$ cat src/rtl/serial_reg_port_pkg.sv
// Package: shared widths, address map and types of the serial register port.
// Assumes a 16-bit frame of read flag, 7-bit address and 8-bit data.
package serial_reg_port_pkg;
    localparam int FRAME_BITS = 16;
    localparam int ADDR_W     = 7;
    localparam int DATA_W     = 8;
    localparam int CNT_W      = $clog2(FRAME_BITS + 1);
    localparam int DAC_W      = 14;

    typedef logic [ADDR_W-1:0] addr_t;
    typedef logic [DATA_W-1:0] data_t;
    typedef logic [CNT_W-1:0]  cnt_t;

    localparam addr_t DAC_HI_ADDR = 7'h00;
    localparam addr_t DAC_LO_ADDR = 7'h01;
    localparam addr_t STATUS_ADDR = 7'h70;
    localparam addr_t ID_ADDR     = 7'h7F;
endpackage

$ cat src/rtl/srp_sync.sv
// Module: srp_sync
// Brings WIDTH asynchronous inputs into the clk domain through STAGES flops.
// Also gives the value one cycle older, which is used for edge detection.
// Assumes STAGES >= 2 and inputs that are slow compared with clk.
module srp_sync #(
    parameter int WIDTH  = 3,
    parameter int STAGES = 2
) (
    input  logic             clk,
    input  logic             rst_n,
    input  logic [WIDTH-1:0] async_in,
    output logic [WIDTH-1:0] sync_out,
    output logic [WIDTH-1:0] sync_prev
);
    logic [WIDTH-1:0] chain [STAGES];

    // Synchronizer chain, followed by one extra flop that keeps the older value.
    always_ff @(posedge clk) begin
        if (!rst_n) begin
            for (int i = 0; i < STAGES; i++) chain[i] <= '0;
            sync_prev <= '0;
        end else begin
            chain[0] <= async_in;
            for (int i = 1; i < STAGES; i++) chain[i] <= chain[i-1];
            sync_prev <= chain[STAGES-1];
        end
    end

    assign sync_out = chain[STAGES-1];
endmodule

$ cat src/rtl/srp_framer.sv
// Module: srp_framer
// Counts serial clock edges and collects the 16-bit LSB-first frame.
// Issues a one-cycle write strobe after the 16th bit and, for reads,
// shifts the read byte out on falling edges after the address.
// Assumes synchronized inputs and single-cycle rise/fall pulses.
module srp_framer
    import serial_reg_port_pkg::*;
(
    input  logic  clk,
    input  logic  rst_n,
    input  logic  sen_s,
    input  logic  sdata_s,
    input  logic  sclk_rise,
    input  logic  sclk_fall,
    input  data_t rd_data,
    output addr_t rd_addr,
    output logic  wr_en,
    output addr_t wr_addr,
    output data_t wr_data,
    output cnt_t  bit_cnt,
    output logic  tx_bit,
    output logic  tx_oe
);
    logic [FRAME_BITS-1:0] shreg;
    logic [FRAME_BITS-1:0] shreg_nxt;
    logic                  rd_flag;
    data_t                 tx_reg;

    // The next shift value: the new bit enters at the top and moves down.
    assign shreg_nxt = {sdata_s, shreg[FRAME_BITS-1:1]};

    // Bit counter, shift register, read flag and captured read address.
    always_ff @(posedge clk) begin
        if (!rst_n) begin
            shreg   <= '0;
            bit_cnt <= '0;
            rd_flag <= 1'b0;
            rd_addr <= '0;
        end else if (!sen_s) begin
            bit_cnt <= '0;
            rd_flag <= 1'b0;
        end else if (sclk_rise && (bit_cnt < cnt_t'(FRAME_BITS))) begin
            shreg   <= shreg_nxt;
            bit_cnt <= bit_cnt + 1'b1;
            if (bit_cnt == '0) rd_flag <= sdata_s;
            if (bit_cnt == cnt_t'(ADDR_W)) rd_addr <= shreg_nxt[FRAME_BITS-1 -: ADDR_W];
        end
    end

    // Write strobe with address and data, raised after the 16th bit.
    always_ff @(posedge clk) begin
        if (!rst_n) begin
            wr_en   <= 1'b0;
            wr_addr <= '0;
            wr_data <= '0;
        end else begin
            wr_en <= sen_s && sclk_rise && !rd_flag
                     && (bit_cnt == cnt_t'(FRAME_BITS - 1));
            wr_addr <= shreg_nxt[ADDR_W:1];
            wr_data <= shreg_nxt[FRAME_BITS-1 -: DATA_W];
        end
    end

    // Read turnaround: load on the fall after the address, then shift per fall.
    always_ff @(posedge clk) begin
        if (!rst_n) begin
            tx_reg <= '0;
            tx_oe  <= 1'b0;
        end else if (!sen_s) begin
            tx_oe <= 1'b0;
        end else if (sclk_fall && rd_flag && (bit_cnt >= cnt_t'(ADDR_W + 1))
                     && (bit_cnt < cnt_t'(FRAME_BITS))) begin
            if (bit_cnt == cnt_t'(ADDR_W + 1)) begin
                tx_reg <= rd_data;
                tx_oe  <= 1'b1;
            end else begin
                tx_reg <= tx_reg >> 1;
            end
        end
    end

    assign tx_bit = tx_oe & tx_reg[0];
endmodule

$ cat src/rtl/srp_regfile.sv
// Module: srp_regfile
// Holds the write-only configuration bytes and the two-step DAC register pair.
// Also decodes the read-only status and identity addresses.
// Assumes NUM_WREGS > 2; addresses 0 and 1 are the DAC halves.
module srp_regfile
    import serial_reg_port_pkg::*;
#(
    parameter int    NUM_WREGS = 12,
    parameter data_t CHIP_ID   = 8'hA5,
    localparam int   CFG_N     = NUM_WREGS - 2
) (
    input  logic                 clk,
    input  logic                 rst_n,
    input  logic                 wr_en,
    input  addr_t                wr_addr,
    input  data_t                wr_data,
    input  addr_t                rd_addr,
    input  data_t                status_in,
    output data_t                rd_data,
    output logic [DAC_W-1:0]     dac_word,
    output logic                 dac_mode,
    output logic                 dac_cal,
    output logic [CFG_N*8-1:0]   cfg_flat
);
    data_t hi_stage;
    data_t hi_live;
    data_t lo_live;

    // DAC pair: the upper byte is staged, and both go live on a lower write.
    always_ff @(posedge clk) begin
        if (!rst_n) begin
            hi_stage <= '0;
            hi_live  <= '0;
            lo_live  <= '0;
        end else if (wr_en && (wr_addr == DAC_HI_ADDR)) begin
            hi_stage <= wr_data;
        end else if (wr_en && (wr_addr == DAC_LO_ADDR)) begin
            lo_live <= wr_data;
            hi_live <= hi_stage;
        end
    end

    assign dac_word = {hi_live[5:0], lo_live};
    assign dac_mode = hi_live[6];
    assign dac_cal  = hi_live[7];

    // One byte register for each plain configuration address.
    for (genvar g = 0; g < CFG_N; g++) begin : g_cfg
        localparam addr_t MY_ADDR = addr_t'(g + 2);
        data_t q;
        // Load this byte when a write targets its address.
        always_ff @(posedge clk) begin
            if (!rst_n)                            q <= '0;
            else if (wr_en && (wr_addr == MY_ADDR)) q <= wr_data;
        end
        assign cfg_flat[g*8 +: 8] = q;
    end

    // Read decode: only the status and identity addresses can be read.
    always_comb begin
        case (rd_addr)
            STATUS_ADDR: rd_data = status_in;
            ID_ADDR:     rd_data = CHIP_ID;
            default:     rd_data = '0;
        endcase
    end
endmodule

$ cat src/rtl/serial_reg_port.sv
// Module: serial_reg_port (top)
// Slave serial register port with an LSB-first 16-bit frame and a staged
// DAC update. Serial inputs are synchronized to clk and sclk edges are
// found there, so sclk must be slower than about clk/8.
module serial_reg_port
    import serial_reg_port_pkg::*;
#(
    parameter int    NUM_WREGS   = 12,
    parameter int    SYNC_STAGES = 2,
    parameter data_t CHIP_ID     = 8'hA5,
    localparam int   CFG_W       = (NUM_WREGS - 2) * 8
) (
    input  logic             clk,
    input  logic             rst_n,
    input  logic             sclk,
    input  logic             sen,
    input  logic             sdata_in,
    output logic             sdata_out,
    output logic             sdata_oe,
    input  logic [7:0]       status_in,
    output logic [13:0]      dac_word,
    output logic             dac_mode,
    output logic             dac_cal,
    output logic [CFG_W-1:0] cfg_flat
);
    logic [2:0] s_now;
    logic [2:0] s_old;
    logic       sen_s;
    logic       sclk_rise;
    logic       sclk_fall;
    addr_t      rd_addr;
    data_t      rd_data;
    logic       wr_en;
    addr_t      wr_addr;
    data_t      wr_data;
    cnt_t       bit_cnt;

    srp_sync #(.WIDTH(3), .STAGES(SYNC_STAGES)) u_sync (
        .clk(clk), .rst_n(rst_n),
        .async_in({sdata_in, sen, sclk}),
        .sync_out(s_now), .sync_prev(s_old)
    );

    assign sen_s     = s_now[1];
    assign sclk_rise = s_now[0] & ~s_old[0];
    assign sclk_fall = ~s_now[0] & s_old[0];

    srp_framer u_framer (
        .clk(clk), .rst_n(rst_n), .sen_s(sen_s), .sdata_s(s_now[2]),
        .sclk_rise(sclk_rise), .sclk_fall(sclk_fall), .rd_data(rd_data),
        .rd_addr(rd_addr), .wr_en(wr_en), .wr_addr(wr_addr), .wr_data(wr_data),
        .bit_cnt(bit_cnt), .tx_bit(sdata_out), .tx_oe(sdata_oe)
    );

    srp_regfile #(.NUM_WREGS(NUM_WREGS), .CHIP_ID(CHIP_ID)) u_regs (
        .clk(clk), .rst_n(rst_n), .wr_en(wr_en), .wr_addr(wr_addr),
        .wr_data(wr_data), .rd_addr(rd_addr), .status_in(status_in),
        .rd_data(rd_data), .dac_word(dac_word), .dac_mode(dac_mode),
        .dac_cal(dac_cal), .cfg_flat(cfg_flat)
    );
endmodule

$ cat config.mk
export PLATFORM = sky130hd
export DESIGN_NAME = serial_reg_port
export DESIGN_NICKNAME = d
export VERILOG_FILES = /design/src/rtl/serial_reg_port_pkg.sv /design/src/rtl/srp_sync.sv /design/src/rtl/srp_framer.sv /design/src/rtl/srp_regfile.sv /design/src/rtl/serial_reg_port.sv
export SDC_FILE = /design/constraint.sdc
export NUM_CORES = 1
export LEC_CHECK = 0
export BUFFER_PORTS_ARGS = -buffer_cell sky130_fd_sc_hd__buf_2
export CAP_MARGIN = 20
export CORE_MARGIN = 2
export CORE_UTILIZATION = 45
export DETAILED_ROUTE_END_ITERATION = 10
export PLACE_DENSITY = 0.65
export SLEW_MARGIN = 40
export SYNTH_ARGS = -nofsm -noshare
export SYNTH_HDL_FRONTEND = slang
export SYNTH_SLANG_ARGS = --single-unit
export TNS_END_PERCENT = 10
$ cat constraint.sdc
create_clock -name clk -period 2 [get_ports clk]
set_input_delay 0.1 -clock clk [delete_from_list [all_inputs] [get_ports clk]]
set_output_delay 0.1 -clock clk [all_outputs]
set_load 0.03 [all_outputs]
## Word level (Yosys, flattened, before mapping)

Memories as Yosys holds them, arrays and structs flattened.
Index checks and enable logic that the tools add are counted.

- Flip-flop bits (word level): 159
- Latch bits: 0
- Bits in writable memories: 6
- Memory bits (read-only): 0
- Input bits: 13
- Output and inout port bits: 98
- Word-level logic and storage cells: 86
- Memories: 1

- Add/sub/neg operators: 1
- Multiply operators: 0
- Div/mod/pow operators: 0
- Magnitude comparators: 2
- Eq/ne operators: 16
- Shifts and indexed selects: 0
- Multiplexer cells: 6
- Bitwise gates (word level): 8
- Reductions and logical operators: 29

Memories:

| name | words | width | rd ports | clocked after memory_dff | wr ports | RTL line | source |
|---|---|---|---|---|---|---|---|
| u_sync.chain | 2 | 3 | 2 | 0 | 2 | srp_sync.sv:15 | `logic [WIDTH-1:0] chain [STAGES];` |

Operator list:

| operator | count |
|---|---|
| == test 7 x 3 -> 1 bit (second input constant) | 4 |
| == test 7 x 4 -> 1 bit (second input constant) | 4 |
| logical AND 1 bit | 19 |
| case mux 8 bit (2 select lines) | 1 |
| == test 7 x 2 -> 1 bit (second input constant) | 2 |
| == test 7 bit (second input constant) | 2 |
| AND reduction 2 bit | 6 |
| == test 5 x 4 -> 1 bit (second input constant) | 2 |
| two-way mux 8 bit | 1 |
| == test 7 x 1 -> 1 bit (second input constant) | 1 |
| zero test 7 bit | 1 |
| two-way mux 3 bit | 2 |
| adder 5 x 1 -> 5 bit (second input constant) | 1 |
| == test 5 x 3 -> 1 bit (second input constant) | 1 |
| greater-or-equal comparator 5 x 4 -> 1 bit (second input constant) | 1 |
| zero test 5 bit | 1 |
| < comparator 5 bit (second input constant) | 1 |
| AND 1 bit | 3 |
| inverter 1 bit | 3 |
| AND reduction 3 bit | 1 |
| two-way mux 1 bit | 2 |
| bitwise OR 1 bit | 2 |
| zero test 1 bit | 1 |

## Depth between registers and ports, before layout

- Depth after elaboration: 6
- Mapped depth: 7
- Mapped depth without buffers: 6

## Hierarchy

From an unflattened synthesis, not the netlist that was laid out.

- Cells, all modules: 598
- Area total of the unflattened synthesis: 6,148.4 sq um

Modules (own cells, without submodules):

| module | times used | cells an instance | area each (sq um) | seq. area each (sq um) |
|---|---|---|---|---|
| srp_regfile | 1 | 379 | 3,947.5 | 2,082.0 |
| srp_framer | 1 | 196 | 1,926.8 | 1,041.0 |
| srp_sync | 1 | 21 | 259.0 | 180.2 |
| serial_reg_port | 1 | 2 | 15.0 | 0.0 |

## Worst setup path after synthesis

OpenSTA, ideal clock, no wires.

- Path type: reg2reg
- From: register u_framer.wr_addr[5]
- To: register u_regs.g_cfg[1].q[5]
- Library setup time: 0.115 ns
- Data arrival time: 1.672 ns
- Required time: 1.885 ns
- Slack: 0.213 ns
- Stages on the path, launching flop included: 7
- Buffers on the path: 2
- Period minus slack after synthesis: 1.787 ns
- Path through: dfxtp_1 > or4b_4 > or3_1 > clkbuf_2 > buf_6 > nand3_1 > o21ai_2

- Cells in the longest elaborated chain, start to end: 2

RTL lines:

| item | RTL line | source |
|---|---|---|
| start: declaration | srp_framer.sv:18 | `output addr_t wr_addr,` |
| start signal: assignment | srp_framer.sv:59 | `wr_addr <= shreg_nxt[ADDR_W:1];` |
| == test 7 x 2 -> 1 bit | srp_regfile.sv:54 | `else if (wr_en && (wr_addr == MY_ADDR)) q <= wr_data;` |
| logical AND 1 bit | srp_regfile.sv:54 |  |
| end signal: assignment | srp_regfile.sv:54 |  |
| end: declaration | srp_regfile.sv:50 | `data_t q;` |

No other way between the ends.
A chain may end at the register's enable or synchronous reset.

## Worst setup path after layout

- From: register u_framer.wr_addr[5]
- To: register u_regs.g_cfg[1].q[2]

The elaborated chain is that of the path after synthesis.

==> summary.md <==
| Metric | Value |
|---|---|
| TritonCTS clock tree | built |
| Clk buf depth | 2 |
| RSZ-0062 raised after global routing | false |
| CTS root buf | clkbuf_16 |
| Ys async rst share | 0% |
| Count of different cell masters after synthesis | 41 |
| Critical path arrival | ~2.1 ns |
| Crit-path cells | or4b_4 > or3_1 > buf_4 > nand3_1 > o21ai_2 |
| Max transition margin | roughly 60% |
| Ranking of synthesized cells by area | dfxtp_1 (53%), mux2i_1 (13%), nor2b_1 (7.3%), nand2_1 (4.2%), nand3_1 (2.7%) |
| Highest Clock Rate | approximately 560 MHz |
| First-pass GRT wire length | between 20,000 and 25,000 um |
| Fillers | 1,196 |
| Worst skew pair latency | 0.42 ns |
| Most frequent cell after synthesis | dfxtp_1 |
| Clock buffer count from CTS | 17 |
| Largest register FFs | 80 |
| Row count | 42 |
| Largest net degree at the start of global routing | 57 |
| Core area | about 13,000 um2 |
| P per Cell Area | 870 nW/um2 |
| Yosys warning count | 0 |
| Drt wl/cell | about 14 um |
| Slowest cell on crit path | or4b_4 |
| Max Fanout on Critical Path | 16 |
| Ant. Diodes | 0 |
| Crit start category | flop |
| GR Util All Layers | a little under a fifth |
| Synth top area share | between 50% and 60% |
| Number of post-CTS setup repair buffers | 0 |
| Layout cell share with drive strength beyond 1 | about 24% |
| Initial antenna violation count | 0 |
| Setup TNS | 0 ns |
| Final wirelength | ~13,000 um |
| Status | completed |
| Die Y | about 120 um |
| Max rail drop VDD | 0.455 mV |
| Mapped Cells | 612 |
| Period utilisation layout | approximately nine tenths |
| Mapped Area | ~6000 um2 |
| Post-synth top flop | dfxtp_1 |
| Die area | roughly 15,000 um2 |
| Synth top cells by count | dfxtp_1 (163), mux2i_1 (81), nor2b_1 (71) |
| Total chip power | 6610 uW |
| Vias per Instance | approximately 4.9 |
| Final ANT Viol Nets | 0 |
| Final Max Slew Viols | 0 |
| Post-CTS Resized | 0 |
| Final Hold Fails | 0 |
| Vias post-DR | ~4,600 |
| DRC violations left | 0 |
| Port Buffers | 110 |
| Top reg by flops | u_regs.g_cfg.q |
| Post-detail-place hpwl | roughly 9300 um |
| Vias in the first global route | 4,236 |
| Clock-pin slew on the worst setup and hold paths | around 0.06 ns |
| P&R area growth vs syn | 24.4% |
| Register bit total from synthesis | roughly 160 |
| Hold crit path type | primary input to flop |
| Post-CTS Hold Fix Bufs | 7 |
| Worst setup path class | flop to flop |
| IO Count | ~110 |
| Die X | approximately 120 um |
| Sequential area share after synthesis | 53.5% |
| Largest registers | u_regs.g_cfg.q (80), u_framer.shreg (14) |
| Number of flops mapped to enable cells by yosys | 0 |
| DR pass1 iterations | 4 |
| Initial DRC count | 262 |
| Req. time, crit path | 2.31 ns |
| Actual slew at the worst max-slew pin | between 0.5 and 0.6 ns |
| CP Capture Type | flop |
| Max Cap Viol | 0 |
| Max incr delay on CP | between 0.5 and 0.6 ns |
| Synth Net Count | 628 |
| Sinks on Clock Net | 163 |
| Tmin final | 1.77 ns |
| # setup viols final | 0 |
| Nets | about 750 |
| Post-Syn Area per Cell | ~10 um2 |
| Clock Skews | 0.00525 ns |
| Area leader, netlist | dfxtp_1 |
| Htree depth | 4 |
| Static leakage | around 0.0032 uW |
| Placer Congestion | about 0.79 |
| Congestion Overflow GR | 0 |
| Starting density of the core | between 40% and 50% |
==> power breakdown <==
part | internal [uW] | leakage, uW | switching, uW
Clock | 2010 | 0.000291 | 1220
Sequential | 3250 | 0.00131 | 5.50
Combinational | 58.3 | 0.00163 | 58.2
==> critical path: cells and delay by family, from the launching register on <==
| kind | cells | cell delay (ns) |
|---|---|---|
| simple gates | 3 | 1.07 |
| buf+inv | 1 | 0.21 |
| compound gates | 1 | 0.06 |
| flops | 1 | 0.33 |
==> stage by stage <==
| stage | std cells | utilization (%) | instance area [um2] | setup WS [ns] | hold slack, ns |
|---|---|---|---|---|---|
| 5_1_grt | 923 | 57.3 | 7590 | 0.0567 | 0.135 |
| 2_1_floorplan | 612 | - | 6100 | 0.213 | 0.227 |
| 4_1_cts | 923 | 57.3 | 7590 | 0.225 | 0.0935 |
| 6_report | 923 | 57.3 | 7590 | 0.227 | 0.111 |
| 3_3_place_gp | 885 | 52.3 | 6930 | 0.256 | 0.309 |
| 3_5_place_dp | 885 | 52.3 | 6930 | 0.229 | 0.308 |
==> layout by cell type, fill, tap and decap left out, drive strengths merged, types with 4 or more instances in the layout <==
cell type / count
a21boi: 15
a21oi: 7
a221oi: 4
and2: 24
buf: 136
clkbuf: 20
clkinv: 6
dfxtp: 163
dlygate4sd3: 7
inv: 4
mux2i: 81
nand2: 68
nand2b: 5
nand3: 33
nor2: 21
nor2b: 71
nor4: 5
o21ai: 39
==> path summary, 6_finish.rpt <==
check	endpoint	slack, ns	startpoint	depth (start not counted)
setup / recovery	u_regs.g_cfg[1].q[2]$_SDFFE_PN0P_	0.23	u_framer.wr_addr[5]$_SDFF_PN0_	5
hold / removal	u_framer.tx_reg[2]$_SDFFE_PN0P_	0.11	status_in[2]	4
hold reg to reg	u_sync.chain[0][4]$_SDFF_PN0_	0.43	u_sync.chain[0][1]$_SDFF_PN0_	1
setup reg to reg	u_regs.g_cfg[1].q[2]$_SDFFE_PN0P_	0.23	u_framer.wr_addr[5]$_SDFF_PN0_	5
==> area by class of cell <==
class	count	area (um2)	area share (%)
tap	176	220	2.90
clock buffer	20	457	6.02
timing repair buffer	143	831	10.9
inverter	4	15.0	0.198
multi-input combinational	406	2670	35.2
clock inverter	11	135	1.78
sequential	163	3260	43.0
==> cells by family after synthesis <==
family	Yosys count	synth area share, %
flip-flops	163	53.5
XOR/XNOR	3	0.431
AND/OR/NAND/NOR	251	22.2
buffers and inverters	43	2.87
adder cells (fa/ha/maj)	3	0.615
multiplexers	81	13.3
AO/OA/AOI/OAI	68	7.11
==> per-layer routing <==
metal	wire length (um)	track usage [%]
met5	0	0
met4	257	7.34
met3	532	4.29
met2	6420	31.9
met1	6090	23.5
(Power assumes the default switching activity.)
